<file path="src/rtl/wbuf_pkg.sv">
// Package: shared state type and command codes of the buffered program sequencer.
// Assumes command codes sit in the low data byte and unlock addresses in the low 11 address bits.
package wbuf_pkg;
    typedef enum logic [2:0] {
        ST_IDLE,
        ST_COUNT,
        ST_LOAD,
        ST_CONFIRM,
        ST_ABORT
    } wbuf_state_e;

    localparam int          UNLK_AW     = 11;
    localparam logic [7:0]  CMD_CONFIRM = 8'h29;
    localparam logic [7:0]  CMD_UNLK1   = 8'hAA;
    localparam logic [7:0]  CMD_UNLK2   = 8'h55;
    localparam logic [7:0]  CMD_CLEAR   = 8'hF0;
    localparam logic [10:0] ADR_UNLK1   = 11'h555;
    localparam logic [10:0] ADR_UNLK2   = 11'h2AA;
endpackage

</file>
<file path="src/rtl/wbuf_unlock_clr.sv">
// Module: matches the three-write clear sequence while the sequencer is in abort.
// Assumes arm_i stays high for the whole abort period; the match restarts when it drops.
module wbuf_unlock_clr
    import wbuf_pkg::*;
(
    input  logic               clk,
    input  logic               rst_n,
    input  logic               arm_i,
    input  logic               wr_en_i,
    input  logic [UNLK_AW-1:0] addr_lo_i,
    input  logic [7:0]         data_lo_i,
    output logic               clr_o
);
    logic [1:0] step_q;
    logic       hit1, hit2, hit3;

    // Decode which step of the clear sequence the current write matches.
    always_comb begin
        hit1 = (addr_lo_i == ADR_UNLK1) && (data_lo_i == CMD_UNLK1);
        hit2 = (addr_lo_i == ADR_UNLK2) && (data_lo_i == CMD_UNLK2);
        hit3 = (addr_lo_i == ADR_UNLK1) && (data_lo_i == CMD_CLEAR);
    end

    // Track progress through the sequence; a mismatch restarts it.
    always_ff @(posedge clk) begin
        if (!rst_n || !arm_i) begin
            step_q <= 2'd0;
        end else if (wr_en_i) begin
            unique case (step_q)
                2'd0:    step_q <= hit1 ? 2'd1 : 2'd0;
                2'd1:    step_q <= hit2 ? 2'd2 : (hit1 ? 2'd1 : 2'd0);
                default: step_q <= hit1 ? 2'd1 : 2'd0;
            endcase
        end
    end

    // Fire on the last write of a complete sequence.
    assign clr_o = arm_i && wr_en_i && (step_q == 2'd2) && hit3;

    p_clr_only_armed_r10: assert property (@(posedge clk) disable iff (!rst_n)
        clr_o |-> arm_i && wr_en_i && data_lo_i == CMD_CLEAR);
endmodule

</file>
<file path="src/rtl/wbuf_store.sv">
// Module: word buffer with per-word valid mask; a later write to an index overwrites it.
// Assumes clr_i and we_i are never high together.
module wbuf_store #(
    parameter int DATA_W    = 16,
    parameter int BUF_WORDS = 16,
    localparam int IDX_W    = $clog2(BUF_WORDS)
) (
    input  logic                          clk,
    input  logic                          rst_n,
    input  logic                          clr_i,
    input  logic                          we_i,
    input  logic [IDX_W-1:0]              idx_i,
    input  logic [DATA_W-1:0]             data_i,
    output logic [BUF_WORDS-1:0]          mask_o,
    output logic [BUF_WORDS*DATA_W-1:0]   words_o
);
    for (genvar i = 0; i < BUF_WORDS; i++) begin : g_word
        logic [DATA_W-1:0] word_q;
        logic              vld_q;

        // Hold one buffer word and its valid bit.
        always_ff @(posedge clk) begin
            if (!rst_n || clr_i) begin
                word_q <= '0;
                vld_q  <= 1'b0;
            end else if (we_i && idx_i == IDX_W'(i)) begin
                word_q <= data_i;
                vld_q  <= 1'b1;
            end
        end

        assign mask_o[i]                       = vld_q;
        assign words_o[i*DATA_W +: DATA_W]     = word_q;

        p_word_written_r7: assert property (@(posedge clk) disable iff (!rst_n)
            (we_i && !clr_i && idx_i == IDX_W'(i)) |=> vld_q && word_q == $past(data_i));
    end
endmodule

</file>
<file path="src/rtl/wbuf_seq.sv">
// Module: device-side sequencer for the buffered program command.
// Takes the count, the loads and the confirm; raises a one-cycle program request or a sticky abort.
// Assumes start_i comes with the write carrying the buffer-load opcode, after the unlock pair.
module wbuf_seq
    import wbuf_pkg::*;
#(
    parameter int ADDR_W     = 22,
    parameter int DATA_W     = 16,
    parameter int BUF_WORDS  = 16,
    parameter int SECTOR_LSB = 15
) (
    input  logic                        clk,
    input  logic                        rst_n,
    input  logic                        start_i,
    input  logic                        wr_en_i,
    input  logic [ADDR_W-1:0]           wr_addr_i,
    input  logic [DATA_W-1:0]           wr_data_i,
    output logic                        prog_valid_o,
    output logic [ADDR_W-1:0]           prog_page_o,
    output logic [BUF_WORDS-1:0]        prog_mask_o,
    output logic [BUF_WORDS*DATA_W-1:0] prog_words_o,
    output logic                        abort_o
);
    localparam int OFF_W  = $clog2(BUF_WORDS);
    localparam int SEC_W  = ADDR_W - SECTOR_LSB;
    localparam int PAGE_W = ADDR_W - OFF_W;

    wbuf_state_e        state_q;
    logic [SEC_W-1:0]   sector_q;
    logic [PAGE_W-1:0]  page_q;
    logic [OFF_W-1:0]   left_q;
    logic [OFF_W-1:0]   cnt_q;
    logic               first_q;
    logic               prog_q;
    logic               sec_ok, page_ok, load_bad, load_we, clr_hit, start_hit;

    // Compare the current write against the latched sector and page.
    always_comb begin
        sec_ok    = wr_addr_i[ADDR_W-1:SECTOR_LSB] == sector_q;
        page_ok   = wr_addr_i[ADDR_W-1:OFF_W] == page_q;
        load_bad  = first_q ? !sec_ok : !page_ok;
        load_we   = (state_q == ST_LOAD) && wr_en_i && !load_bad;
        start_hit = (state_q == ST_IDLE) && wr_en_i && start_i;
    end

    // Main command state machine.
    always_ff @(posedge clk) begin
        if (!rst_n) begin
            state_q  <= ST_IDLE;
            sector_q <= '0;
            page_q   <= '0;
            left_q   <= '0;
            cnt_q    <= '0;
            first_q  <= 1'b0;
            prog_q   <= 1'b0;
        end else begin
            prog_q <= 1'b0;
            unique case (state_q)
                ST_IDLE: if (start_hit) begin
                    sector_q <= wr_addr_i[ADDR_W-1:SECTOR_LSB];
                    state_q  <= ST_COUNT;
                end
                ST_COUNT: if (wr_en_i) begin
                    if (!sec_ok || wr_data_i > DATA_W'(BUF_WORDS - 1)) begin
                        state_q <= ST_ABORT;
                    end else begin
                        left_q  <= wr_data_i[OFF_W-1:0];
                        cnt_q   <= wr_data_i[OFF_W-1:0];
                        first_q <= 1'b1;
                        state_q <= ST_LOAD;
                    end
                end
                ST_LOAD: if (wr_en_i) begin
                    if (load_bad) begin
                        state_q <= ST_ABORT;
                    end else begin
                        if (first_q) page_q <= wr_addr_i[ADDR_W-1:OFF_W];
                        first_q <= 1'b0;
                        left_q  <= left_q - 1'b1;
                        if (left_q == '0) state_q <= ST_CONFIRM;
                    end
                end
                ST_CONFIRM: if (wr_en_i) begin
                    if (sec_ok && wr_data_i[7:0] == CMD_CONFIRM) begin
                        prog_q  <= 1'b1;
                        state_q <= ST_IDLE;
                    end else begin
                        state_q <= ST_ABORT;
                    end
                end
                default: if (clr_hit) state_q <= ST_IDLE;
            endcase
        end
    end

    wbuf_unlock_clr u_clr (
        .clk       (clk),
        .rst_n     (rst_n),
        .arm_i     (state_q == ST_ABORT),
        .wr_en_i   (wr_en_i),
        .addr_lo_i (wr_addr_i[UNLK_AW-1:0]),
        .data_lo_i (wr_data_i[7:0]),
        .clr_o     (clr_hit)
    );

    wbuf_store #(.DATA_W(DATA_W), .BUF_WORDS(BUF_WORDS)) u_store (
        .clk     (clk),
        .rst_n   (rst_n),
        .clr_i   (start_hit),
        .we_i    (load_we),
        .idx_i   (wr_addr_i[OFF_W-1:0]),
        .data_i  (wr_data_i),
        .mask_o  (prog_mask_o),
        .words_o (prog_words_o)
    );

    assign prog_valid_o = prog_q;
    assign prog_page_o  = {page_q, {OFF_W{1'b0}}};
    assign abort_o      = (state_q == ST_ABORT);

    p_prog_single_r8: assert property (@(posedge clk) disable iff (!rst_n)
        prog_valid_o |=> !prog_valid_o);
    p_prog_no_abort_r8: assert property (@(posedge clk) disable iff (!rst_n)
        prog_valid_o |-> !abort_o && prog_mask_o != '0);
    p_mask_bound_r5: assert property (@(posedge clk) disable iff (!rst_n)
        prog_valid_o |-> $countones(prog_mask_o) <= int'(cnt_q) + 1);
    p_abort_sticky_r10: assert property (@(posedge clk) disable iff (!rst_n)
        (abort_o && !clr_hit) |=> abort_o);
    p_abort_no_prog_r10: assert property (@(posedge clk) disable iff (!rst_n)
        abort_o |=> !prog_valid_o);
endmodule

</file>
<file path="config.mk">
export PLATFORM = sky130hd
export DESIGN_NAME = wbuf_seq
export DESIGN_NICKNAME = d
export VERILOG_FILES = /design/src/rtl/wbuf_pkg.sv /design/src/rtl/wbuf_unlock_clr.sv /design/src/rtl/wbuf_store.sv /design/src/rtl/wbuf_seq.sv
export SDC_FILE = /design/constraint.sdc
export NUM_CORES = 1
export LEC_CHECK = 0
export BUFFER_PORTS_ARGS = -buffer_cell sky130_fd_sc_hd__buf_2
export CORE_UTILIZATION = 50
export CTS_CLUSTER_DIAMETER = 120
export DETAILED_ROUTE_END_ITERATION = 10
export GPL_ROUTABILITY_DRIVEN = 0
export PLACE_DENSITY = 0.77
export SYNTH_ARGS = -nofsm -noshare
export SYNTH_HDL_FRONTEND = slang
export SYNTH_SLANG_ARGS = --single-unit
</file>
<file path="constraint.sdc">
create_clock -name clk -period 2.2 [get_ports clk]
set_input_delay 0.22 -clock clk [delete_from_list [all_inputs] [get_ports clk]]
set_output_delay 0.22 -clock clk [all_outputs]
set_load 0.02 [all_outputs]
</file>
==> results_dict.tcl <==
set metrics [dict create \
    finalHoldWorstSlack_ns 0.0440 \
    drc 0 \
    rows 56 \
    drt-initial-drc-count 713 \
    synth_top_area_share_pct 50.4 \
    critPathLaunch "wr_addr_i[19]" \
    final-setup-viol-count 0 \
    crit_chain "dlygate4sd3_1 -> buf_2 -> xor2_1 -> nor4_2 -> and3_1 -> buf_12 -> nand3_2 -> a21boi_2 -> o221a_1" \
    n_fill_cell 1881 \
    critPathArrivalTime_ns 2.65 \
    hold_viol 0 \
    seqCellArea_um2 6170 \
    cts_tree "built" \
    worst_path_largest_cell_delay_ns 0.55 \
    synth_area_um2 12200 \
    skew_ns 0.0213 \
    avgSynthCellArea_um2 9.93 \
    drv_cap 0 \
    area_delta_synth_final_pct 27.1 \
    portBuffers 333 \
    core-area_um2 23800 \
    diodes 0 \
    rr_startpoint "page_q[4]" \
    via_per_inst 5.31 \
    synthFlopType "dfxtp_1" \
    ys_seq_elements 308 \
    num-nets-final 1597 \
    rsz0062_at_grt "yes" \
    dr.pass1.iters 4 \
    synth_top_cell_by_area "dfxtp_1" \
    routed_wl_mm 35.8 \
    drive_gt1_share_pct 29.7 \
    die_x_um 158 \
    worst_slack_ns 0.0487 \
    grt_pass1_vias 9524 \
    io_pins 338 \
    critPathLaunchType "primary input" \
    antenna_left 0 \
    yosysWarnings 0 \
    multi_input_area_um2 5360 \
    track_usage_pct 27.3 \
    peakVddDrop_v 0.000606 \
    dpl.cell_count 1820 \
    grt.overflow.total 0 \
    fin_crit_sh_pct 97.8 \
    synth.most_common_cell "dfxtp_1" \
    clockBufferDepth 3 \
    fin_area_um2 15600 \
    cp_max_fo 16 \
    ctsHtreeMaxLevel 1 \
    cts.sinks 308 \
    drv_slew 0 \
    ys_seq_area_share_pct 50.4 \
    hp-start "wr_data_i[3]" \
    synth_edf_count 0 \
    fin_cells 1897 \
    relSlewSlack_pct 59.8 \
    final.min_clock_period_ns 2.15 \
    cp.required_ns 2.70 \
    crit_slowest_cell "dlygate4sd3_1" \
    hp-class "primary input to register" \
    fmax_mhz 465 \
    vias 10100 \
    die_h_um 158 \
    synth_async_sr_flop_share_pct 0 \
    tightest_slew_ns 0.603 \
    crit_type "primary input to register" \
    ys_types 56 \
    place_area_um2 14300 \
    dieArea_um2 25100 \
    wl_per_cell_um 18.9 \
    syn_inst 1232 \
    antenna_found_initial 0 \
    outcome "finished, final reports clean" \
    grt_pass1_wl_mm 52.7 \
    dpl_worst_slack_ns -0.00917 \
    insertion_delay_ns 0.58 \
    cts_buffers 31 \
    grt_start_max_net_pins 62 \
    synth_area_leaders "dfxtp_1 50%, mux2i_1 22%, nor2_1 8.6%" \
    power_mw 11.5 \
    dp_hpwl_mm 24.1 \
    cp-end-kind "register" \
    path_clk_slew_ns 0.06 \
    ys_top_cells_by_count "308 x dfxtp_1, 280 x nor2_1, 268 x mux2i_1, 59 x clkbuf_1, 46 x nand2_1" \
    initial_core_util_pct 51.5 \
    cts_root_buf "clkbuf_16" \
    powerDensity_nw_per_um2 742 \
    power_leakage_nw 8.28 \
]
metal layers:
layer	up-vias	wire (um)	track usage, %
met1	4841	14400	31.9
met2	397	17000	46.9
li1	4742	-	-
met4	0	1180	10.7
met5	-	0	0
met3	87	3250	7.70
layout make-up:
cell class                      count  area share (%)
Clock buffer                       48            5.91
Inverter                           17           0.410
Multi-Input combinational cell    789            34.4
Tap cell                          319            2.57
Timing Repair Buffer              407            16.3
Sequential cell                   308            39.6
Clock inverter                      9           0.748
state kept, by name (all words and copies together), names as in the netlist, 2 cells and up:
name / count
state_q: 3
u_store.g_word.vld_q: 16
u_clr.step_q: 2
u_store.g_word.word_q: 256
page_q: 18
left_q: 4
sector_q: 7
worst max-delay path, delay by kind of cell:
kind,cells,cell delay (ns)
AOI/OAI and AO/OA,2,0.58
xor gates and xnor gates,1,0.15
buffers and inverters,3,0.90
and+or+nand+nor,3,0.79
final timing paths:
path	slack, ns	cells after the start	endpoint
setup / recovery	0.05	9	first_q
hold / removal	0.04	3	u_store.g_word[13].word_q[3]
setup reg to reg	0.05	7	first_q
hold reg to reg	0.44	2	u_store.g_word[9].vld_q
timing repair:
item,CTS,global route
hold endpoints to repair,26,0
endpoints found under the setup margin,0,130
setup buffers,0,1
hold buffers,19,0
resized for setup,0,3
cell usage in the layout, fill, tap and decap left out, types with 6 or more instances in the layout:
master and count:
mux2i_1 267, clkbuf_1 9, and3_1 13, nor3_1 19
nor2b_1 6, nand2b_1 8, buf_4 34, a31oi_2 8
clkbuf_16 31, clkbuf_8 8, nand3_1 9, nor2_1 280
dlygate4sd3_1 19, buf_2 333, a21oi_1 30, xnor2_1 13
a21oi_2 6, nand4_1 10, nand2_1 45, dfxtp_1 308
buf_12 21, xor2_1 14, inv_1 16
power by group:
group          leakage (nW)  total, mW  internal (mW)  switching (mW)
clock network         0.508       5.34           3.11            2.24
logic                  5.29      0.590          0.181           0.409
registers              2.48       5.60           5.59          0.0127
kinds of logic (layout without fill, tap and decap cells):
kind of cell / count (synthesis) / count (layout) / share of synthesized area [%]
AOI/OAI and AO/OA: 62 / 62 / 3.58
xor gates and xnor gates: 27 / 27 / 1.93
adders and majority gates: 1 / 1 / 0.102
buffers and inverters: 138 / 481 / 6.50
DFF: 308 / 308 / 50.4
muxes: 268 / 268 / 21.9
other: 1 / 4 / 0.0307
and+or+nand+nor: 427 / 427 / 15.5
metrics by stage:
stage               TNS [ns]  utilization [%]
floorplan                  0                -
global placement           0             60.2
detailed placement   -0.0219             60.2
CTS                        0             65.4
global route         -0.0159             65.5
finish                     0             65.5
Power figures use the tool's default switching activity.
